`config.mk`:
```
export PLATFORM = sky130hd
export DESIGN_NAME = refguard_top
export DESIGN_NICKNAME = d
export VERILOG_FILES = /design/src/rtl/refg_pkg.sv /design/src/rtl/refg_sync.sv /design/src/rtl/refg_result_reg.sv /design/src/rtl/refg_cal_reg.sv /design/src/rtl/refguard_top.sv
export SDC_FILE = /design/constraint.sdc
export NUM_CORES = 1
export LEC_CHECK = 0
export CAP_MARGIN = 20
export CORE_MARGIN = 3
export CORE_UTILIZATION = 45
export CTS_CLUSTER_SIZE = 10
export DETAILED_ROUTE_END_ITERATION = 6
export PLACE_DENSITY = 0.94
export SLEW_MARGIN = 15
export SYNTH_ARGS = -nofsm -noshare
export SYNTH_HDL_FRONTEND = slang
export SYNTH_SLANG_ARGS = --single-unit
export TNS_END_PERCENT = 5
```
`constraint.sdc`:
```
create_clock -name clk -period 1.8 [get_ports clk]
set_input_delay 0.36 -clock clk [delete_from_list [all_inputs] [get_ports clk]]
set_output_delay 0.36 -clock clk [all_outputs]
set_load 0.01 [all_outputs]
```
`src/rtl/refg_pkg.sv`:
```
package refg_pkg;
  localparam int unsigned WORD_W_DEF = 24;
  localparam int unsigned SYNC_N_DEF = 2;

  typedef enum logic [1:0] {
    UPD_HOLD   = 2'd0,
    UPD_LOAD   = 2'd1,
    UPD_FORCE  = 2'd2,
    UPD_BLOCK  = 2'd3
  } upd_kind_e;

  // Decide what a register does this cycle from its strobe and the fault level.
  function automatic upd_kind_e decide(input logic strobe, input logic fault,
                                       input logic substitute);
    if (!strobe)          return UPD_HOLD;
    else if (!fault)      return UPD_LOAD;
    else if (substitute)  return UPD_FORCE;
    else                  return UPD_BLOCK;
  endfunction
endpackage

```
`src/rtl/refg_sync.sv`:
```
module refg_sync #(
  parameter int unsigned STAGES = 2
) (
  input  logic clk,
  input  logic rst,
  input  logic raw_i,
  output logic flag_o
);
  logic [STAGES-1:0] chain_q;

  generate
    for (genvar s = 0; s < STAGES; s++) begin : g_stage
      if (s == 0) begin : g_first
        always_ff @(posedge clk) begin
          if (rst) chain_q[0] <= 1'b0;
          else     chain_q[0] <= raw_i;
        end
      end else begin : g_next
        always_ff @(posedge clk) begin
          if (rst) chain_q[s] <= 1'b0;
          else     chain_q[s] <= chain_q[s-1];
        end
      end
    end
  endgenerate

  assign flag_o = chain_q[STAGES-1];

  // Age counter used only to arm the latency check after reset.
  logic [1:0] age_q;
  always_ff @(posedge clk) begin
    if (rst)                age_q <= 2'd0;
    else if (age_q != 2'd3) age_q <= age_q + 2'd1;
  end

  generate
    if (STAGES == 2) begin : g_chk2
      AST_SYNC_LATENCY: assert property (@(posedge clk) disable iff (rst)
        (age_q >= 2'd2) |-> (flag_o == $past(raw_i, 2))) else $error("sync latency");
    end
  endgenerate
endmodule

```
`src/rtl/refg_result_reg.sv`:
```
module refg_result_reg
  import refg_pkg::*;
#(
  parameter int unsigned W = WORD_W_DEF
) (
  input  logic         clk,
  input  logic         rst,
  input  logic         fault_i,
  input  logic         done_i,
  input  logic [W-1:0] result_i,
  output logic [W-1:0] data_o
);
  localparam logic [W-1:0] ALL_ONES = {W{1'b1}};

  upd_kind_e kind;
  assign kind = decide(done_i, fault_i, 1'b1);

  always_ff @(posedge clk) begin
    if (rst) begin
      data_o <= '0;
    end else begin
      unique case (kind)
        UPD_LOAD:  data_o <= result_i;
        UPD_FORCE: data_o <= ALL_ONES;
        default:   data_o <= data_o;
      endcase
    end
  end

  AST_RES_LOAD: assert property (@(posedge clk) disable iff (rst)
    (done_i && !fault_i) |=> (data_o == $past(result_i))) else $error("load");
  AST_RES_FORCE: assert property (@(posedge clk) disable iff (rst)
    (done_i && fault_i) |=> (data_o == ALL_ONES)) else $error("force");
  AST_RES_HOLD: assert property (@(posedge clk) disable iff (rst)
    (!done_i) |=> $stable(data_o)) else $error("hold");
endmodule

```
`src/rtl/refg_cal_reg.sv`:
```
module refg_cal_reg
  import refg_pkg::*;
#(
  parameter int unsigned   W         = WORD_W_DEF,
  parameter logic [W-1:0]  RESET_VAL = '0
) (
  input  logic         clk,
  input  logic         rst,
  input  logic         fault_i,
  input  logic         done_i,
  input  logic [W-1:0] coef_i,
  output logic [W-1:0] coef_o
);
  upd_kind_e kind;
  assign kind = decide(done_i, fault_i, 1'b0);

  always_ff @(posedge clk) begin
    if (rst) begin
      coef_o <= RESET_VAL;
    end else if (kind == UPD_LOAD) begin
      coef_o <= coef_i;
    end
  end

  AST_CAL_INHIBIT: assert property (@(posedge clk) disable iff (rst)
    (done_i && fault_i) |=> $stable(coef_o)) else $error("inhibit");
  AST_CAL_LOAD: assert property (@(posedge clk) disable iff (rst)
    (done_i && !fault_i) |=> (coef_o == $past(coef_i))) else $error("cal load");
  AST_CAL_HOLD: assert property (@(posedge clk) disable iff (rst)
    (!done_i) |=> $stable(coef_o)) else $error("cal hold");
endmodule

```
`src/rtl/refguard_top.sv`:
```
module refguard_top
  import refg_pkg::*;
#(
  parameter int unsigned W      = WORD_W_DEF,
  parameter int unsigned SYNC_N = SYNC_N_DEF
) (
  input  logic         clk,
  input  logic         rst,
  input  logic         no_ref_raw_i,
  input  logic         conv_done_i,
  input  logic [W-1:0] conv_result_i,
  input  logic         ofs_done_i,
  input  logic [W-1:0] ofs_coef_i,
  input  logic         gain_done_i,
  input  logic [W-1:0] gain_coef_i,
  output logic [W-1:0] data_o,
  output logic [W-1:0] ofs_o,
  output logic [W-1:0] gain_o,
  output logic         no_ref_o
);
  localparam logic [W-1:0] GAIN_MID = {1'b1, {(W-1){1'b0}}};

  logic fault;

  refg_sync #(.STAGES(SYNC_N)) sync_i (
    .clk(clk), .rst(rst), .raw_i(no_ref_raw_i), .flag_o(fault)
  );

  assign no_ref_o = fault;

  refg_result_reg #(.W(W)) res_i (
    .clk(clk), .rst(rst), .fault_i(fault), .done_i(conv_done_i),
    .result_i(conv_result_i), .data_o(data_o)
  );

  refg_cal_reg #(.W(W), .RESET_VAL('0)) ofs_i (
    .clk(clk), .rst(rst), .fault_i(fault), .done_i(ofs_done_i),
    .coef_i(ofs_coef_i), .coef_o(ofs_o)
  );

  refg_cal_reg #(.W(W), .RESET_VAL(GAIN_MID)) gain_i (
    .clk(clk), .rst(rst), .fault_i(fault), .done_i(gain_done_i),
    .coef_i(gain_coef_i), .coef_o(gain_o)
  );

  AST_RESET_VALUES: assert property (@(posedge clk)
    rst |=> (data_o == '0 && ofs_o == '0 && gain_o == GAIN_MID && !no_ref_o))
    else $error("reset");
  AST_STRB_INDEPENDENT: assert property (@(posedge clk) disable iff (rst)
    (conv_done_i && !ofs_done_i && !gain_done_i) |=> ($stable(ofs_o) && $stable(gain_o)))
    else $error("independent");
endmodule

```
==> results_dict.tcl, run 1 <==
set metrics [dict create \
    drtPass1Iterations 4 \
    drt-wirelength-per-cell_um 15.91 \
    rrSetupSlack_ps 570 \
    synth_top_area_cell "dfxtp_1" \
    viasPerCell 5.072 \
    numPortBuffers 150 \
    vdd_ir_drop_max_v 0.0004590 \
    reg2reg_to "gain_i.coef_o[8]$_SDFFE_PP0N_" \
    cpPeakStageDelay_ps 570 \
    root_buffer "clkbuf_8" \
    start_util 0.4753 \
    dr_wl_met3_um 878 \
    fp.dieArea_mm2 0.008440 \
    cp.arrival_ps 1270 \
    ff2ff_path_depth 4 \
    grt-ovfl-total 0 \
    synth-seq-cells 74 \
    grt_max_degree 74 \
    yosysMostFrequentCell "dfxtp_1" \
    coreArea_mm2 0.006982 \
    yosys-top-cells-count "dfxtp_1 (74), nand2b_1 (47), nand4bb_1 (47)" \
    clock_latency_ps 340 \
    num_vias 2871 \
    cpMaxStageDelayCell "clkdlybuf4s50_1" \
    final_nets 543 \
    fin_worst_skew_ps 10.18 \
    worstMarginPinSlew_ps 372.4 \
    critical_path_buf_inv_count 1 \
    max-cap-violations 0 \
    setup_tns_ps 0 \
    finalHoldViolCount 0 \
    cp-endpoint "gain_o[11]" \
    fin_crit_sh 0.9060 \
    cp-start-kind "flip-flop" \
    grt_util_all_layers 0.2085 \
    gp_congestion 0.7371 \
    hp-class "flip-flop to flip-flop" \
    num_rows 30 \
    wl_met1_um 3903 \
    die_x_um 91.87 \
    syn-instance-count 328 \
    endpoint_kind "primary output" \
    clockBufferDepth 2 \
    avgSynthCellArea_um2 10.12 \
    post-cts-setup-buffer-count 0 \
    cts_tree "done" \
    leakage_uw 0.001753 \
    num_antenna_cells 0 \
    preCtsSetupSlack_ps 281.2 \
    synth_edf_count 0 \
    rsz0062_at_grt "no" \
    antenna_found_initial 0 \
    synth_cell_type_count 17 \
    crit_chain "clkdlybuf4s50_1" \
    async_reset_ff_frac 0 \
    area.growth.synth_to_final_pct 52.30 \
    drc 0 \
    outcome "complete, no violations" \
    setup_viol 0 \
    ys_warn_count 0 \
    fin_crit_ps 1631 \
    synth_area_mm2 0.003318 \
    dieHeight_um 91.87 \
    worstPathMaxFanout 2 \
    max_freq_ghz 0.6132 \
    grt_pass1_wl_um 14070 \
    ant_nets 0 \
    wl_um 9004 \
    p_per_area_mw_per_mm2 786.1 \
    synth_seq_area_share 0.4465 \
    cts_resized 0 \
    cp.depth 1 \
    synth_top_area_share 0.4465 \
    placedCellCount 550 \
    highest_layer "met4" \
    final_cells 566 \
    grt_pass1_vias 2909 \
    worst_r2r_startpoint "sync_i.flag_o$_SDFF_PP0_" \
    htreeDepth 3 \
    met2_length_um 4075 \
    cts_inserted_buffers 9 \
    critical-path-top-delay-family "buffers and inverters" \
    synthTopCellsByArea "dfxtp_1 (45%), nand4bb_1 (16%), nand2b_1 (8.9%)" \
    worstSetupPathType "flip-flop to primary output" \
    clock_sinks 74 \
    drive_above_1_share 0.1255 \
    hpwl_um 6377 \
    p_total_uw 3972 \
    syn_nets 406 \
    cts.clk_slew.worst_paths_ps 80 \
    worstSetupStartpoint "gain_i.coef_o[11]$_SDFFE_PP0N_" \
    pin_count 151 \
    drt_iter0_markers 83 \
    fin_ws_ps 169.2 \
    slew_violations 0 \
    required_ps 1440 \
    hold_buffers 0 \
    slew_headroom 0.7518 \
    synth_ff_type "dfxtp_1" \
]
[flip-flops by register name, summed over array words and instances, names as in the netlist]
name,flops
sync_i.flag_o,1
ofs_i.coef_o,24
res_i.data_o,24
sync_i.chain_q,1
gain_i.coef_o,24
[worst reg2reg max path: cells and delay by family, from the launching register on]
family          cells  cell delay [ps]
buf+inv             2              480
simple gates        1              110
flops               1              350
compound gates      1              210
[routing by layer]
layer / up-vias / GRT usage
li1: 1428 / -
met1: 1305 / 0.2536
met2: 125 / 0.3315
met3: 13 / 0.07957
met4: 0 / 0.08416
met5: - / 0
[cell usage in the layout (no fill, tap or decap)]
| master | count |
|---|---|
| nor2b_4 | 2 |
| bufinv_16 | 2 |
| nand4bb_1 | 47 |
| nand2b_1 | 47 |
| a211oi_1 | 1 |
| dfxtp_2 | 1 |
| clkdlybuf4s50_1 | 148 |
| clkbuf_1 | 2 |
| buf_2 | 1 |
| clkinv_2 | 2 |
| buf_4 | 6 |
| nor2_2 | 7 |
| dfxtp_1 | 73 |
| clkbuf_8 | 9 |
| a211oi_2 | 23 |
| nor2b_1 | 2 |
| clkinv_4 | 1 |
| nor2_1 | 43 |
| buf_12 | 5 |
| mux2i_1 | 1 |
| o21ai_1 | 22 |
| o21ai_0 | 25 |
[area by class of cell]
type / count / area, µm²
clock buffers: 11 / 131.4
clock inverters: 5 / 78.83
fillers: 489 / 1928
multi-input cells: 220 / 1609
flip-flops and latches: 74 / 1483
well taps: 96 / 120.1
repair buffers: 160 / 1632
[how the worst min path moves through the flow]
| stage | from | to | slack, ps | depth (start not counted) |
|---|---|---|---|---|
| 6_report | sync_i.chain_q[0]$_SDFF_PP0_ | sync_i.flag_o$_SDFF_PP0_ | 450 | 1 |
| 5_1_grt | sync_i.chain_q[0]$_SDFF_PP0_ | sync_i.flag_o$_SDFF_PP0_ | 480 | 1 |
| 4_1_cts | sync_i.chain_q[0]$_SDFF_PP0_ | sync_i.flag_o$_SDFF_PP0_ | 460 | 1 |
| 3_5_place_dp | sync_i.chain_q[0]$_SDFF_PP0_ | sync_i.flag_o$_SDFF_PP0_ | 440 | 1 |
| 3_3_place_gp | sync_i.chain_q[0]$_SDFF_PP0_ | sync_i.flag_o$_SDFF_PP0_ | 430 | 1 |
| 2_1_floorplan | sync_i.chain_q[0]$_SDFF_PP0_ | sync_i.flag_o$_SDFF_PP0_ | 410 | 1 |
[cells by family (layout without fill, tap and decap cells)]
kind of cell           count (synthesis)  after routing  share of synthesized area
buffers and inverters                 34            176                    0.06863
and+or+nand+nor                      148            148                     0.3220
DFF                                   74             74                     0.4465
AOI/OAI and AO/OA                     71             71                     0.1599
muxes                                  1              1                   0.003017
[stage by stage]
step	hold WS (ps)	area [µm²]	utilization
final	454.3	5054	0.7238
after global routing	482.7	5054	0.7238
after CTS	460.2	5054	0.7238
after detailed placement	436.7	4843	0.6937
after global placement	434.7	4843	0.6937
after floorplan	413.8	3318	-
[where the power goes]
| group | switching, µW | internal (µW) | leakage (µW) | total (µW) |
|---|---|---|---|---|
| logic | 316 | 475 | 0.00103 | 791 |
| clock network | 596 | 780 | 0.000107 | 1380 |
| registers | 59.1 | 1750 | 0.000612 | 1810 |
| total | 971 | 3000 | 0.00175 | 3970 |
Note: power is estimated with default switching activity, not from simulation.
==> run 2, diff against run 1 <==
CELL_PAD_IN_SITES_DETAIL_PLACEMENT = 1   (was default)
CELL_PAD_IN_SITES_GLOBAL_PLACEMENT = 2   (was default)
CORE_UTILIZATION = 26   (was 45)
==> results_dict.tcl, run 2 (synthesis gave the netlist of run 1 again) <==
set metrics [dict create \
    grt-ovfl-total 0 \
    fp.dieArea_mm2 0.01415 \
    layout_common_cells "clkdlybuf4s50_1 (148), dfxtp_1 (73), nand2b_1 (47), nand4bb_1 (47), nor2_1 (43)" \
    clockBufferDepth 2 \
    worstPathMaxFanout 2 \
    clock_sinks 74 \
    cpPeakStageDelay_ps 590 \
    max-cap-violations 0 \
    placedCellCount 623 \
    outcome "complete, no violations" \
    die_x_um 119.0 \
    final_common_cell "clkdlybuf4s50_1" \
    clock_latency_ps 340 \
    cts_resized 0 \
    fin_ws_ps 169.3 \
    dieHeight_um 119.0 \
    area.growth.synth_to_final_pct 59.13 \
    slew_headroom 0.7688 \
    drt_iter0_markers 125 \
    clkPwrFrac 0.447 \
    htreeDepth 3 \
    num_antenna_cells 0 \
    root_buffer "clkbuf_16" \
    finalCoreUtilization 0.4306 \
    cp-start-kind "flip-flop" \
    grt_pass1_wl_um 16630 \
    grt_max_degree 74 \
    drtPass1Iterations 4 \
    setup_viol 0 \
    cts.clk_slew.worst_paths_ps 60 \
    grt_pass1_vias 3164 \
    final_nets 544 \
    comb_power_share 0.169 \
    required_ps 1440 \
    drc 0 \
    hpwl_um 7093 \
    preCtsSetupSlack_ps 343.9 \
    vdd_ir_drop_max_v 0.0005316 \
    wl_um 10230 \
    fin_crit_ps 1631 \
    critical_path_buf_inv_count 1 \
    critical-path-top-delay-family "buffers and inverters" \
    largestRegisters "gain_i.coef_o (24), ofs_i.coef_o (24), res_i.data_o (24)" \
    worstSetupPathType "flip-flop to primary output" \
    max_freq_ghz 0.6133 \
    cp.arrival_ps 1270 \
    hp-class "flip-flop to flip-flop" \
    fin_worst_skew_ps 7.302 \
    cts_inserted_buffers 9 \
    drt-wirelength-per-cell_um 16.01 \
    p_sw_frac 0.2315 \
    crit_chain "clkdlybuf4s50_1" \
    numPortBuffers 150 \
    nFillCells 1370 \
    slew_violations 0 \
    endpoint_kind "primary output" \
    coreArea_mm2 0.01226 \
    grt_util_all_layers 0.1463 \
    post-cts-setup-buffer-count 0 \
    finalHoldViolCount 0 \
    antenna_found_initial 0 \
    seq_power_share 0.384 \
    pin_count 151 \
    drive_above_1_share 0.1316 \
    ant_nets 0 \
    gp_congestion 0.7144 \
    cts_tree "done" \
    num_vias 2961 \
    switchingPower_uw 1090 \
    viasPerCell 4.634 \
    fin_crit_sh 0.9059 \
    num_rows 40 \
    rsz0062_at_grt "no" \
    p_per_area_mw_per_mm2 891.6 \
    hold_buffers 0 \
    start_util 0.2706 \
    final_cells 639 \
    worstMarginPinSlew_ps 346.7 \
    internal-power_uw 3618 \
    leakage_uw 0.001820 \
    cpMaxStageDelayCell "clkdlybuf4s50_1" \
    setup_tns_ps 0 \
]
run 2: cell types whose count changed in the layout (fill, tap and decap cells not counted):
cell / change
clkbuf_1: -2
clkinv_2: -1
buf_12: -1
clkbuf_16: +9
clkbuf_8: -8
buf_4: +2
bufinv_16: +1
inv_6: +1
run 2: per-stage QoR:
step | total power (µW) | cell area [µm²] | hold slack [ps]
after floorplan | 2184 | 3318 | 413.8
after global placement | 2623 | 4928 | 426.2
after detailed placement | 2646 | 4928 | 437.6
after CTS | 4809 | 5280 | 446.3
after global routing | 4940 | 5280 | 453.2
final | 4708 | 5280 | 443.2
run 2: area by class of cell:
| cell class | instances | area [µm²] | share of cell area |
|---|---|---|---|
| multi-input cells | 220 | 1609 | 0.3047 |
| clock buffers | 10 | 239.0 | 0.04526 |
| clock inverters | 6 | 112.6 | 0.02133 |
| repair buffers | 161 | 1627 | 0.3081 |
| flip-flops and latches | 74 | 1483 | 0.2808 |
| well taps | 168 | 210.2 | 0.03981 |
run 2: routing by layer:
layer / global-route usage / share of wire / vias up
met3: 0.07597 / 0.098 / 5
met5: 0 / 0 / -
met4: 0.03693 / 0.0047 / 0
li1: - / - / 1431
met1: 0.1775 / 0.45 / 1396
met2: 0.2288 / 0.45 / 129
run 2: path summary, 6_finish.rpt:
check	startpoint	end	slack (ps)	cells after the start
hold reg to reg	sync_i.chain_q[0]$_SDFF_PP0_	sync_i.flag_o$_SDFF_PP0_	440	1
hold / removal	sync_i.chain_q[0]$_SDFF_PP0_	sync_i.flag_o$_SDFF_PP0_	440	1
setup reg to reg	sync_i.flag_o$_SDFF_PP0_	gain_i.coef_o[7]$_SDFFE_PP0N_	610	4
setup / recovery	gain_i.coef_o[17]$_SDFFE_PP0N_	gain_o[17]	170	1
run 2: power groups by stage:
| stage | registers (µW) | logic, µW | clock network (µW) |
|---|---|---|---|
| after global routing | 1820 | 857 | 2260 |
| after CTS | 1810 | 805 | 2190 |
| after detailed placement | 1850 | 800 | 0 |
| final | 1810 | 793 | 2100 |
| after global placement | 1840 | 782 | 0 |
| after floorplan | 1890 | 298 | 0 |
==> run 3, diff against run 2 <==
PLACE_DENSITY = default   (was 0.94)
PLACE_DENSITY_LB_ADDON = 0.1   (was default)
==> results_dict.tcl, run 3 (synthesis gave the netlist of run 1 again) <==
set metrics [dict create \
    required_ps 1440 \
    fin_worst_skew_ps 3.780 \
    worstMarginPinSlew_ps 341.5 \
    max_freq_ghz 0.6222 \
    hp-class "flip-flop to flip-flop" \
    vdd_ir_drop_max_v 0.0003887 \
    cpPeakStageDelay_ps 590 \
    holdPathStages 1 \
    ff2ff_path_depth 4 \
    wl_um 9812 \
    timing.hold.ws_ps 442.2 \
    post-cts-setup-buffer-count 0 \
    finalHoldViolCount 0 \
    grt-ovfl-total 0 \
    cp-start-kind "flip-flop" \
    nFillCells 1363 \
    num_vias 2873 \
    outcome "complete, no violations" \
    grt_pass1_wl_um 16020 \
    root_buffer "clkbuf_16" \
    cts_tree "done" \
    clock_latency_ps 320 \
    clockBufferDepth 2 \
    fin_crit_ps 1607 \
    layout_common_cells "clkdlybuf4s50_1 (148), dfxtp_1 (73), nand2b_1 (47), nand4bb_1 (47), nor2_1 (43)" \
    reg2reg_to "ofs_i.coef_o[4]$_SDFFE_PP0N_" \
    area.growth.synth_to_final_pct 58.07 \
    cts_inserted_buffers 9 \
    p_total_uw 4514 \
    largestRegisters "gain_i.coef_o (24), ofs_i.coef_o (24), res_i.data_o (24)" \
    cts_resized 0 \
    die_x_um 119.0 \
    dr_wl_met3_um 803 \
    rrSetupSlack_ps 610 \
    htreeDepth 3 \
    hold_path_startpoint "sync_i.chain_q[0]$_SDFF_PP0_" \
    worstSetupPathType "flip-flop to primary output" \
    fp.dieArea_mm2 0.01415 \
    met2_length_um 4624 \
    grt_pass1_vias 3028 \
    cp.arrival_ps 1250 \
    final_nets 542 \
    dpl-instance-area_mm2 0.004926 \
    coreArea_mm2 0.01226 \
    ant_nets 0 \
    num_rows 40 \
    gp_congestion 0.6781 \
    drc 0 \
    drt_iter0_markers 169 \
    endpoint_kind "primary output" \
    hold_buffers 0 \
    worst_r2r_startpoint "sync_i.flag_o$_SDFF_PP0_" \
    wl_met1_um 4229 \
    drtPass1Iterations 4 \
    drive_above_1_share 0.1279 \
    pin_count 151 \
    grt_util_all_layers 0.1412 \
    p_per_area_mw_per_mm2 860.6 \
    cpMaxStageDelayCell "clkdlybuf4s50_1" \
    leakage_uw 0.001803 \
    crit_chain "clkdlybuf4s50_1" \
    viasPerCell 4.510 \
    slew_headroom 0.7723 \
    final_common_cell "clkdlybuf4s50_1" \
    setup_viol 0 \
    max-cap-violations 0 \
    grt_max_degree 74 \
    critical-path-top-delay-family "buffers and inverters" \
    cts.clk_slew.worst_paths_ps 60 \
    fin_crit_sh 0.8928 \
    slew_violations 0 \
    critical_path_buf_inv_count 1 \
    numPortBuffers 150 \
    setup_tns_ps 0 \
    min_to "sync_i.flag_o$_SDFF_PP0_" \
    drt-wirelength-per-cell_um 15.40 \
    clock_sinks 74 \
    start_util 0.2706 \
    dieHeight_um 119.0 \
    worstPathMaxFanout 2 \
    rsz0062_at_grt "no" \
    fin_area_mm2 0.005245 \
    highest_layer "met4" \
    antenna_found_initial 0 \
    num_antenna_cells 0 \
    hpwl_um 6592 \
]
[run 3: worst max-delay path by stage]
stage / from / endpoint / slack (ps) / depth (start not counted)
4_1_cts: gain_i.coef_o[21]$_SDFFE_PP0N_ / gain_o[21] / 150 / 1
5_1_grt: gain_i.coef_o[20]$_SDFFE_PP0N_ / gain_o[20] / 120 / 1
6_report: gain_i.coef_o[20]$_SDFFE_PP0N_ / gain_o[20] / 190 / 1
2_1_floorplan: sync_i.flag_o$_SDFF_PP0_ / res_i.data_o[11]$_SDFFE_PP0P_ / 730 / 5
3_3_place_gp: ofs_done_i / ofs_i.coef_o[1]$_SDFFE_PP0N_ / 370 / 4
3_5_place_dp: ofs_done_i / ofs_i.coef_o[3]$_SDFFE_PP0N_ / 340 / 4
[run 3: layout make-up]
class	instances	area (µm²)	share of cell area
sequential	74	1483	0.2827
multi-input combinational	220	1609	0.3068
timing repair buffer	159	1624	0.3096
clock buffer	10	239.0	0.04556
tap	168	210.2	0.04008
clock inverter	6	80.08	0.01527
[run 3: metrics by stage]
step                setup WS [ps]  cells  utilization
floorplan                   726.7    328            -
global route                120.9    637       0.4278
CTS                         153.4    637       0.4278
finish                      192.9    637       0.4278
detailed placement          336.5    621       0.4017
global placement            371.6    621       0.4017
[run 3: power by group]
part	switching, µW	total (µW)	internal, µW
Combinational	314	787	474
Clock	680	1920	1240
Sequential	56.1	1800	1750
[run 3: layer usage]
metal	vias up	track usage
li1	1425	-
met1	1350	0.1759
met2	90	0.2210
met3	8	0.05366
met4	0	0.05431
met5	-	0
